$ cat config.mk
export PLATFORM = sky130hd
export DESIGN_NAME = frac_pulse_thinner
export DESIGN_NICKNAME = d
export VERILOG_FILES = /design/src/rtl/frac_pulse_thinner.sv
export SDC_FILE = /design/constraint.sdc
export NUM_CORES = 1
export LEC_CHECK = 0
export BUFFER_PORTS_ARGS = -buffer_cell sky130_fd_sc_hd__buf_2
export CAP_MARGIN = 25
export CORE_AREA = 2 2 39 41
export DETAILED_ROUTE_END_ITERATION = 16
export DIE_AREA = 0 0 41 43
export SLEW_MARGIN = 20
export SYNTH_ARGS = -nofsm -noshare
export SYNTH_HDL_FRONTEND = slang
export SYNTH_SLANG_ARGS = --single-unit
export TNS_END_PERCENT = 1
$ cat constraint.sdc
create_clock -name clk -period 1.4 [get_ports clk]
set_input_delay 0.14 -clock clk [delete_from_list [all_inputs] [get_ports clk]]
set_output_delay 0.14 -clock clk [all_outputs]
set_load 0.005 [all_outputs]
$ cat src/rtl/frac_pulse_thinner.sv
module frac_pulse_thinner #(
  parameter int unsigned DEN = 25,
  parameter int unsigned NUM = 16
) (
  input  logic clk,
  input  logic rst,
  input  logic in_stb,
  output logic out_stb,
  output logic frame_end
);
  localparam int unsigned AW = $clog2(DEN);
  localparam logic [AW:0] NUM_W = (AW+1)'(NUM);
  localparam logic [AW:0] DEN_W = (AW+1)'(DEN);
  localparam logic [AW-1:0] LAST = AW'(DEN - 1);

  logic [AW-1:0] acc, pos;
  logic [AW:0]   sum, sum_wr;
  logic          wrap;

  assign sum    = {1'b0, acc} + NUM_W;
  assign wrap   = sum >= DEN_W;
  assign sum_wr = wrap ? sum - DEN_W : sum;

  always_ff @(posedge clk) begin
    if (rst) begin
      acc       <= '0;
      pos       <= '0;
      out_stb   <= 1'b0;
      frame_end <= 1'b0;
    end else begin
      out_stb   <= in_stb && wrap;
      frame_end <= in_stb && (pos == LAST);
      if (in_stb) begin
        acc <= sum_wr[AW-1:0];
        pos <= (pos == LAST) ? '0 : pos + 1'b1;
      end
    end
  end
endmodule

* Word-level counts from Yosys, hierarchy flattened
Cells that the tools add are included. Widths: inputs -> output; s select.
Storage, ports and cells: register bits 12, bits of input ports 3, output and inout bits 2, word-level logic and storage cells 13
Cells by class: eq/ne operators 1, add/sub/neg operators 3, reduce and logical (&&, ||, !) cells 2, magnitude comparators 1, multiplexer cells 2
Operators with widths (count):
- $mux 5 | 2
- $add 5x5->6 const B | 1
- $ge 6x5->1 const B | 1
- $add 5x1->5 const B | 1
- $eq 5x5->1 const B | 1
- $sub 5x5->5 const B | 1
- $logic_and 1x1->1 | 2

* Logic depth before layout (Yosys ltp)
depth after elaboration 3, mapped depth 6, gate-level depth less buffers 6

* Least setup slack after synthesis
OpenSTA, ideal clock, no wires.
kind flip-flop to flip-flop, from register acc[0], to register acc[2], cell stages (with the launch flop) 7, data arrival time 1.167 ns, setup slack 0.106 ns, required time 1.273 ns, period minus slack after synthesis 1.294 ns, setup time 0.127 ns, cell sequence dfxtp_1 -> inv_1 -> ha_1 -> nor4b_4 -> nor3b_1 -> xnor2_1 -> nor2_1
On the way: cells in the longest elaborated chain, start to end 3
RTL lines:
- start, declared | line 16 | logic [AW-1:0] acc, pos;
- start signal, assigned | line 34 | acc <= sum_wr[AW-1:0];
- $add 5x5->6 (*) | line 20 | assign sum = {1'b0, acc} + NUM_W;
- $sub 5x5->5 / $ge 6x5->1 (equally long branches) | line 22, 21
- $mux 5 (*) | line 22 | assign sum_wr = wrap ? sum - DEN_W : sum;
Mark *: on every way between the ends. The rest lies on a longest branch, timed or not. A chain may end at the register's enable or synchronous reset.

* Worst setup path in the final report
from register acc[1], to register acc[0]
On the way: cells in the longest elaborated chain, start to end 3
RTL lines:
- $add 5x5->6 | line 20
- $ge 6x5->1 | line 21 | assign wrap = sum >= DEN_W;
- $mux 5 | line 22
Every way passes these cells.

==> run summary <==
run status = finished, final reports clean
die area = 0.00176 sq mm
sequential share of the synthesized area = 42.9%
Vert. Die Dim = 43 um
largest net degree at the start of global routing = 10
largest stage delay on the critical path = 400 ps
final setup fails = 0
Tmin final = 1370 ps
Comb pwr share = 14.7%
Slew headroom = 75.8%
share of cells above drive strength 1 = 31.8%
CTS Buffer Depth = 2
vias in the first global route = 347
final wirelength = 846 um
hold slack = 132 ps
Seq cells post-synth = 12
root buffer cell = clkbuf_4
Max-Cap Viols = 0
multiplexer share of the synthesized area = 1.79%
TNS Setup = 0 ps
setup slack after layout = 30.4 ps
Syn Nets = 65
Starting Density = 40.5%
Worst EP arrival = 1530 ps
final critical-path share of the clock period = 97.8%
GRT overflow = 0
Least-Margin Pin Slew = 361 ps
Total Power = 0.765 mW
crit-path max FO = 4
# IOs = 5
Synth Warn # = 0
Synth Area in XOR/XNOR = 12.5%
worst endpoint required time = 1560 ps
# rows = 14
clock latency on the worst-skew pair = 270 ps
crit path launch type = register
worst setup path category = register to register
GRT Total Usage = 12.0%
internal power = 0.574 mW
core area = 0.00138 sq mm
Post-DP HPWL = 603 um
f_max = 730 MHz
Synth Area in Simple Gates = 24.1%
CTS tree = yes
pre-CTS setup slack = 12.1 ps
most frequent cells in the layout = nor2_1, dfxtp_1, xnor2_1
RSZ-0062 raised after global routing = true
Post-Syn Instances = 58
Lkg Pwr = 0.270 nW
DR pass1 iterations = 4
Die Wd = 41 um
post-route ant nets = 0
antenna violations before repair = 0
largest family of logic cells by synthesized area = simple AND/OR/NAND/NOR gates
gpl congestion = 0.707
drt via density = 4.51
initial DRC count = 1
Mapped Area = 561 sq um
vias post-DR = 370
clock skew = 0.528 ps
sequential power share = 49.5%
Switch Pwr = 0.191 mW
Compound-Gate Fraction of Synth Area = 5.13%
maximum vdd drop = 548 uV
crit-path cells = inv_2 -> ha_4 -> nor4b_4 -> nor2_2 -> xnor2_1 -> nor2_1
# clock sinks = 12
Setup crit end kind = register
Diodes inserted = 0
Max Slew Vio Count = 0
H-tree levels = 1
synth-to-layout area growth = 19.2%
Residual DRC = 0
Port Buffers = 4
PwrDens = 1150 mW/mm^2
Routed WL per cell = 10.3 um
Sw Share = 25.0%
hold crit path type = input pin to register
# nets final = 74
Worst path slowest cell = nor4b_4
clock power share = 35.8%
Final Hold Fails = 0
Mapped Avg Cell Area = 9.66 sq um
Adder-Cell Fraction of Synth Area = 8.93%
clock buffer count from CTS = 3
global-route wire length before repair = 1380 um
synth unique cells = 20
clk slew on worst S/H paths = 80 ps
[metal layers]
| layer | vias to the layer above | global-route usage (%) | part of all wire [%] |
|---|---|---|---|
| met3 | 2 | 4.71 | 5.3 |
| li1 | 202 | - | - |
| met2 | 7 | 14.4 | 39 |
| met5 | - | 0 | 0 |
| met4 | 0 | 8.00 | 1.5 |
| met1 | 159 | 17.0 | 54 |
[power groups by stage]
stage	combinational [mW]	sequential (mW)	clock, mW
global route	0.127	0.382	0.299
CTS	0.107	0.377	0.286
floorplan	0.0849	0.381	0
global placement	0.103	0.384	0
detailed placement	0.104	0.385	0
finish	0.113	0.379	0.274
[final timing paths]
path	depth (start not counted)	slack, ps	end	start
max	6	30	acc[0]	acc[1]
min	2	130	acc[1]	rst
max reg2reg	6	30	acc[0]	acc[1]
min reg2reg	2	500	frame_end	pos[4]
[through the flow]
stage / cells / utilization [%] / cell area, sq um
after floorplan: 58 / - / 561
after global routing: 82 / 48.3 / 668
after CTS: 82 / 46.7 / 646
after detailed placement: 78 / 43.7 / 604
after global placement: 78 / 43.7 / 604
final: 82 / 48.3 / 668
[Yosys cell counts, drive strengths merged]
cell / instances / area, sq um
buf: 1 / 7.51
xor2: 3 / 26.3
o21ai: 1 / 8.76
mux2i: 1 / 10.0
clkbuf: 1 / 3.75
a211oi: 1 / 12.5
nor2: 12 / 47.6
ha: 4 / 50.1
nor4b: 1 / 23.8
nor2b: 1 / 6.26
inv: 4 / 15.0
nand4: 3 / 18.8
nand2b: 2 / 12.5
nor3: 3 / 15.0
a21boi: 1 / 7.51
xnor2: 5 / 43.8
nand2: 1 / 3.75
nor3b: 1 / 7.51
dfxtp: 12 / 240
[timing repair]
item,in CTS,in global routing
endpoints found under the setup margin,1,4
setup buffers,0,0
gates resized for setup,1,7
hold buffers,0,0
hold endpoints to repair,0,0
pin swaps,0,4
[state kept, by name, indices dropped and copies added (netlist names)]
name,flops
out_stb,1
acc,5
pos,5
frame_end,1
[area by class of cell]
| type | instances | area, sq um |
|---|---|---|
| fillers | 134 | 716 |
| flip-flops and latches | 12 | 243 |
| repair buffers | 6 | 35.0 |
| well taps | 16 | 20.0 |
| clock buffers | 4 | 36.3 |
| multi-input cells | 40 | 319 |
| inverters | 4 | 15.0 |
[cell families (layout without fill, tap and decap cells)]
| family | after synthesis | after routing |
|---|---|---|
| AO/OA/AOI/OAI | 3 | 3 |
| XOR/XNOR | 8 | 8 |
| adder cells (fa/ha/maj) | 4 | 4 |
| buffers and inverters | 6 | 14 |
| flip-flops | 12 | 12 |
| multiplexers | 1 | 1 |
| AND/OR/NAND/NOR | 24 | 24 |
[critical path, delay by kind of cell (launching register included)]
family                     cells  cell delay, ps
xor gates and xnor gates       1             160
adders and majority gates      1             150
buffers and inverters          1              50
DFF                            1             340
and+or+nand+nor                3             560
Note: power is estimated with default switching activity, not from simulation.
